===== config.mk =====
export PLATFORM = sky130hd
export DESIGN_NAME = fault_capture_top
export DESIGN_NICKNAME = d
export VERILOG_FILES = /design/src/rtl/fault_capture_pkg.sv /design/src/rtl/fault_capture_ctrl.sv /design/src/rtl/fault_capture_dp.sv /design/src/rtl/fault_capture_top.sv
export SDC_FILE = /design/constraint.sdc
export NUM_CORES = 1
export LEC_CHECK = 0
export ABC_AREA = 1
export BUFFER_PORTS_ARGS = -buffer_cell sky130_fd_sc_hd__buf_2
export CAP_MARGIN = 20
export CORE_ASPECT_RATIO = 0.5
export CORE_MARGIN = 1
export CORE_UTILIZATION = 28
export DETAILED_ROUTE_END_ITERATION = 8
export SLEW_MARGIN = 20
export SYNTH_ARGS = -nofsm -noshare
export SYNTH_HDL_FRONTEND = slang
export SYNTH_SLANG_ARGS = --single-unit

===== constraint.sdc =====
create_clock -name clk -period 2 [get_ports clk]
set_clock_uncertainty 0.05 [all_clocks]
set_input_delay 0.4 -clock clk [delete_from_list [all_inputs] [get_ports clk]]
set_output_delay 0.4 -clock clk [all_outputs]
set_load 0.05 [all_outputs]

===== src/rtl/fault_capture_pkg.sv =====
package fault_capture_pkg;

  localparam int STAT_W    = 32;
  localparam int BIT_UNAL  = 24;
  localparam int BIT_NOCP  = 19;
  localparam int BIT_BADPC = 18;
  localparam int BIT_STATE = 17;
  localparam int BIT_UNDEF = 16;
  localparam int BIT_AVLD  = 15;
  localparam int BIT_STACK = 12;

  localparam logic [STAT_W-1:0] IMPL_MASK =
      (STAT_W'(1) << BIT_UNAL)  | (STAT_W'(1) << BIT_NOCP)  |
      (STAT_W'(1) << BIT_BADPC) | (STAT_W'(1) << BIT_STATE) |
      (STAT_W'(1) << BIT_UNDEF) | (STAT_W'(1) << BIT_AVLD)  |
      (STAT_W'(1) << BIT_STACK);

  typedef enum logic [2:0] {
    K_UNAL  = 3'd0,
    K_NOCP  = 3'd1,
    K_BADPC = 3'd2,
    K_STATE = 3'd3,
    K_UNDEF = 3'd4,
    K_BUS   = 3'd5,
    K_STACK = 3'd6,
    K_MMAN  = 3'd7
  } fault_kind_e;

  typedef enum logic [1:0] {
    C_SINGLE = 2'd0,
    C_MULTI  = 2'd1,
    C_DOUBLE = 2'd2,
    C_OTHER  = 2'd3
  } instr_class_e;

  typedef struct packed {
    logic [STAT_W-1:0] setMask;
    logic [STAT_W-1:0] clrMask;
    logic              captureAddr;
    logic              dropValid;
  } strobe_t;

endpackage


===== src/rtl/fault_capture_ctrl.sv =====
module fault_capture_ctrl
  import fault_capture_pkg::*;
(
  input  logic              clk,
  input  logic              rstN,
  input  logic              evtValid,
  input  fault_kind_e       evtKind,
  input  logic              evtAddrKnown,
  input  logic              evtPsrUse,
  input  instr_class_e      instrClass,
  input  logic              unalTrapEn,
  input  logic              regSel,
  input  logic              regWrEn,
  input  logic [STAT_W-1:0] regWrData,
  output strobe_t           strb
);

  logic unalCounts;
  logic forcedClass;
  logic [STAT_W-1:0] kindMask;

  assign forcedClass = (instrClass == C_MULTI) || (instrClass == C_DOUBLE);
  assign unalCounts  = unalTrapEn || forcedClass;

  always_comb begin
    kindMask = '0;
    unique case (evtKind)
      K_UNAL:  kindMask[BIT_UNAL]  = unalCounts;
      K_NOCP:  kindMask[BIT_NOCP]  = 1'b1;
      K_BADPC: kindMask[BIT_BADPC] = 1'b1;
      K_STATE: kindMask[BIT_STATE] = 1'b1;
      K_UNDEF: kindMask[BIT_UNDEF] = 1'b1;
      K_BUS:   kindMask[BIT_AVLD]  = evtAddrKnown;
      K_STACK: kindMask[BIT_STACK] = 1'b1;
      K_MMAN:  kindMask            = '0;
      default: kindMask            = '0;
    endcase
    // state misuse rides along on any kind but an undefined instruction
    if (evtPsrUse && (evtKind != K_UNDEF)) kindMask[BIT_STATE] = 1'b1;
  end

  always_comb begin
    strb.setMask     = evtValid ? kindMask : '0;
    strb.clrMask     = (regWrEn && !regSel) ? (regWrData & IMPL_MASK) : '0;
    strb.captureAddr = evtValid && (evtKind == K_BUS) && evtAddrKnown;
    strb.dropValid   = evtValid && (evtKind == K_MMAN);
  end


  unal_gate_chk: assert property (@(posedge clk) disable iff (!rstN)
    (evtValid && evtKind == K_UNAL && !unalTrapEn &&
     (instrClass == C_SINGLE || instrClass == C_OTHER)) |-> !strb.setMask[BIT_UNAL]);


  undef_only_chk: assert property (@(posedge clk) disable iff (!rstN)
    (evtValid && evtKind == K_UNDEF) |-> !strb.setMask[BIT_STATE]);


  set_in_impl_chk: assert property (@(posedge clk) disable iff (!rstN)
    (strb.setMask & ~IMPL_MASK) == '0);


  stack_no_cap_chk: assert property (@(posedge clk) disable iff (!rstN)
    (evtValid && evtKind == K_STACK) |-> (!strb.captureAddr && !strb.setMask[BIT_AVLD]));

endmodule


===== src/rtl/fault_capture_dp.sv =====
module fault_capture_dp
  import fault_capture_pkg::*;
#(
  parameter int ADDR_W = 32
) (
  input  logic              clk,
  input  logic              rstN,
  input  strobe_t           strb,
  input  logic [ADDR_W-1:0] evtAddr,
  input  logic              regSel,
  output logic [STAT_W-1:0] regRdData
);

  localparam logic [STAT_W-1:0] VALID_BIT = STAT_W'(1) << BIT_AVLD;

  logic [STAT_W-1:0] statusQ, statusD;
  logic [ADDR_W-1:0] addrQ;
  logic [STAT_W-1:0] rdQ;
  logic [STAT_W-1:0] dropMask;

  assign dropMask = strb.dropValid ? VALID_BIT : '0;
  assign statusD  = ((statusQ & ~strb.clrMask & ~dropMask) | strb.setMask) & IMPL_MASK;

  always_ff @(posedge clk) begin
    if (!rstN) begin
      statusQ <= '0;
      addrQ   <= '0;
      rdQ     <= '0;
    end else begin
      statusQ <= statusD;
      if (strb.captureAddr) addrQ <= evtAddr;
      rdQ <= regSel ? STAT_W'(addrQ) : statusQ;
    end
  end

  assign regRdData = rdQ;


  resv_zero_chk: assert property (@(posedge clk) disable iff (!rstN)
    (statusQ & ~IMPL_MASK) == '0);


  addr_cap_chk: assert property (@(posedge clk) disable iff (!rstN)
    strb.captureAddr |=> (statusQ[BIT_AVLD] && addrQ == $past(evtAddr)));


  addr_hold_chk: assert property (@(posedge clk) disable iff (!rstN)
    !strb.captureAddr |=> $stable(addrQ));


  set_wins_chk: assert property (@(posedge clk) disable iff (!rstN)
    (strb.setMask != '0) |=> ((statusQ & $past(strb.setMask)) == $past(strb.setMask)));


  drop_valid_chk: assert property (@(posedge clk) disable iff (!rstN)
    (strb.dropValid && !strb.setMask[BIT_AVLD]) |=> !statusQ[BIT_AVLD]);


  sticky_chk: assert property (@(posedge clk) disable iff (!rstN)
    (strb.setMask == '0 && strb.clrMask == '0 && !strb.dropValid) |=> $stable(statusQ));

endmodule


===== src/rtl/fault_capture_top.sv =====
module fault_capture_top
  import fault_capture_pkg::*;
#(
  parameter int ADDR_W = 32
) (
  input  logic              clk,
  input  logic              rstN,
  input  logic              evtValid,
  input  logic [2:0]        evtKind,
  input  logic              evtAddrKnown,
  input  logic [ADDR_W-1:0] evtAddr,
  input  logic              evtPsrUse,
  input  logic [1:0]        instrClass,
  input  logic              unalTrapEn,
  input  logic              regSel,
  input  logic              regWrEn,
  input  logic [31:0]       regWrData,
  output logic [31:0]       regRdData
);

  strobe_t strb;

  fault_capture_ctrl ctrl_i (
    .clk          (clk),
    .rstN         (rstN),
    .evtValid     (evtValid),
    .evtKind      (fault_kind_e'(evtKind)),
    .evtAddrKnown (evtAddrKnown),
    .evtPsrUse    (evtPsrUse),
    .instrClass   (instr_class_e'(instrClass)),
    .unalTrapEn   (unalTrapEn),
    .regSel       (regSel),
    .regWrEn      (regWrEn),
    .regWrData    (regWrData),
    .strb         (strb)
  );

  fault_capture_dp #(.ADDR_W(ADDR_W)) dp_i (
    .clk       (clk),
    .rstN      (rstN),
    .strb      (strb),
    .evtAddr   (evtAddr),
    .regSel    (regSel),
    .regRdData (regRdData)
  );

endmodule


==> impl_metrics.toml <==
[global_route]
antenna_found_initial = 0
grt_max_degree = 27
grt_pass1_wl_mm = 8.970
track_usage_pct = 12.99
grt-ovfl-total = 0
grt_pass1_vias = 1963

[sta]
hold_violations = 0
tightest_slew_ns = 0.4624
finalSetupViolCount = 0
setup_ws_ns = 0.6374
relSlewSlack_pct = 69.06
max_freq_mhz = 733.9
rsz0062_at_grt = "false"
min_period_ns = 1.363
finalCritPeriodShare_pct = 68.13
final_max_slew_viol_count = 0
fin_tns_setup_ns = 0

[clock_network]
cts_inserted_buffers = 9
cts_hold_buf = 0
post-cts-setup-buffers = 0
cts_resized = 0
cts_sinks = 71
clk_path_buf_depth = 2
clk_latency_ns = 0.32
clk_root_buffer_cell = "clkbuf_16"
cts_tree = "done"
clk_pin_slew_worst_paths_ns = 0.06
htree_levels = 3

[place]
post-dp-hpwl_mm = 3.818
post-place-ws_ns = 0.5209
place_congestion = 0.7194
port_buffers = 83

[setup_path]
crit_type = "reg -> out"
rrSetupSlack_ns = 1.30
crit_family = "flip-flops"
r2r_start = "dp_i.statusQ[15]"
r2r-end = "dp_i.regRdData[15]"
reg2reg_depth = 2
path_buf_inv = 1
cp_data_arrival_time_ns = 0.91
crit_fanout = 1
cpPeakStageDelay_ns = 0.33
end_kind = "output pin"
cp_slowest_cell = "dfxtp_1"
worst_setup_path_start_kind = "register"
cp_data_required_time_ns = 1.55
cp_cell_sequence = "buf_2"

[drt]
wire_per_inst_um = 10.48
via_per_inst = 4.075
drc = 0
routed_wl_mm = 5.335
first_iter_violations = 116
dr.pass1.iters = 4
ant_nets = 0
vias = 2074

[logic_synthesis]
synth.most_common_cell = "nor2_1"
synth_largest_area_cell = "dfxtp_1"
syn_inst = 306
ys_ff_latch = 71
ys_top_cells_by_area = "dfxtp_1, nor2_1, inv_1"
yosysWarningCount = 0
avgSynthCellArea_um2 = 7.957
netlist_area_um2 = 2435
async_flop_share_pct = 0
synthMuxAreaShare_pct = 0
syn_nets = 383
synth-edff-count = 0
synthAdderAreaFrac_pct = 0
synth_flop_cell = "dfxtp_1"
synth-compound-area-share_pct = 9.969
synth_simple_gate_area_share_pct = 22.56
synth_xor_area_share_pct = 0
ys_seq_area_share_pct = 58.38
synth_top_cell_area_share_pct = 58.38
synth_commonest_cells = "nor2_1, dfxtp_1, inv_1, nand2_1, o21ai_0"
synth_top_family_by_area = "simple AND/OR/NAND/NOR gates"
synth.distinct_cells = 21

[floorplan]
rows = 23
core_area_um2 = 8202
die_h_um = 67.94
dieArea_um2 = 9095
fp.dieW_um = 133.9
io-pin-count = 109
start_util_pct = 29.69

[layout]
diodes = 0
fill_cells = 868
finalNetCount = 469
final_layout_size_suffix_gt1_share_pct = 27.71
area_delta_synth_final_pct = 34.63

[pwr]
power.share.clock_pct = 50.3
ir_drop_uv = 453.9
swShare_pct = 22.08
pwr-share-seq_pct = 43.3
combPwrFrac_pct = 6.4
p_switching_uw = 741.5
internal_power_mw = 2.617
powerDensity_nw_per_um2 = 1025
p_leak_nw = 1.439

[worst_hold_path]
hp-class = "in -> reg"
whs_endpoint = "dp_i.addrQ[22]"
min_path_cells = 3
min_from = "evtAddr[22]"

[run]
maxCapViolations = 0

[status]
status = "finished, final reports clean"
## layout by cell type, fill, tap and decap left out, types with 4 or more instances in the layout
cell type and n:
a21oi_1 8, buf_2 83, buf_4 4, clkbuf_16 9, dfxtp_1 71, inv_1 33
nand2_1 25, nor2_1 106, o21ai_0 24, o21ai_1 15
## worst max-delay path by stage
stage	cells after the start	slack [ns]	endpoint	start
3_5_place_dp	7	0.52	dp_i.addrQ[25]	evtKind[0]
5_1_grt	1	0.60	regRdData[26]	dp_i.regRdData[26]
4_1_cts	1	0.62	regRdData[26]	dp_i.regRdData[26]
3_3_place_gp	8	0.56	dp_i.addrQ[25]	evtKind[2]
2_1_floorplan	5	0.81	dp_i.statusQ[15]	regSel
6_report	1	0.64	regRdData[19]	dp_i.regRdData[19]
## flip-flops by register name (all words and copies together) (netlist names)
signal / count
dp_i.regRdData: 32
dp_i.addrQ: 32
dp_i.statusQ: 7
## power groups by stage
| stage | clock network [mW] | registers, mW | logic, mW |
|---|---|---|---|
| 2_1_floorplan | 0 | 1.52 | 0.0946 |
| 3_3_place_gp | 0 | 1.49 | 0.217 |
| 3_5_place_dp | 0 | 1.49 | 0.219 |
| 4_1_cts | 1.74 | 1.46 | 0.219 |
| 5_1_grt | 1.80 | 1.46 | 0.246 |
| 6_report | 1.69 | 1.46 | 0.215 |
## routing by layer
layer / vias to the layer above / GRT usage, % / part of all wire, %
met5: - / 0 / 0
met4: 0 / 5.114 / 0.86
met3: 7 / 4.963 / 4.6
met2: 45 / 21.89 / 48
met1: 921 / 15.23 / 47
li1: 1101 / - / -
## through the flow
| stage | hold slack (ns) | total power [mW] | instance area, µm² | instances | util, % |
|---|---|---|---|---|---|
| 4_1_cts | 0.2494 | 3.415 | 3278 | 509 | 39.97 |
| 2_1_floorplan | 0.3587 | 1.615 | 2435 | 306 | - |
| 5_1_grt | 0.2708 | 3.500 | 3278 | 509 | 39.97 |
| 3_3_place_gp | 0.3633 | 1.702 | 2955 | 493 | 36.03 |
| 6_report | 0.2617 | 3.359 | 3278 | 509 | 39.97 |
| 3_5_place_dp | 0.3659 | 1.705 | 2955 | 493 | 36.03 |
## area by class of cell
type	instances	area, µm²	area share [%]
Clock inverter	7	97.59	2.977
Multi-Input combinational cell	186	792.0	24.16
Inverter	36	136.4	4.160
Clock buffer	9	225.2	6.870
Timing Repair Buffer	88	465.4	14.20
Tap cell	112	140.1	4.275
Sequential cell	71	1421	43.36
## logic make-up after synthesis
kind of cell | count (synthesis)
flip-flops | 71
buffers and inverters | 49
AO/OA/AOI/OAI | 48
AND/OR/NAND/NOR | 138
Note: power is estimated with default switching activity, not from simulation.
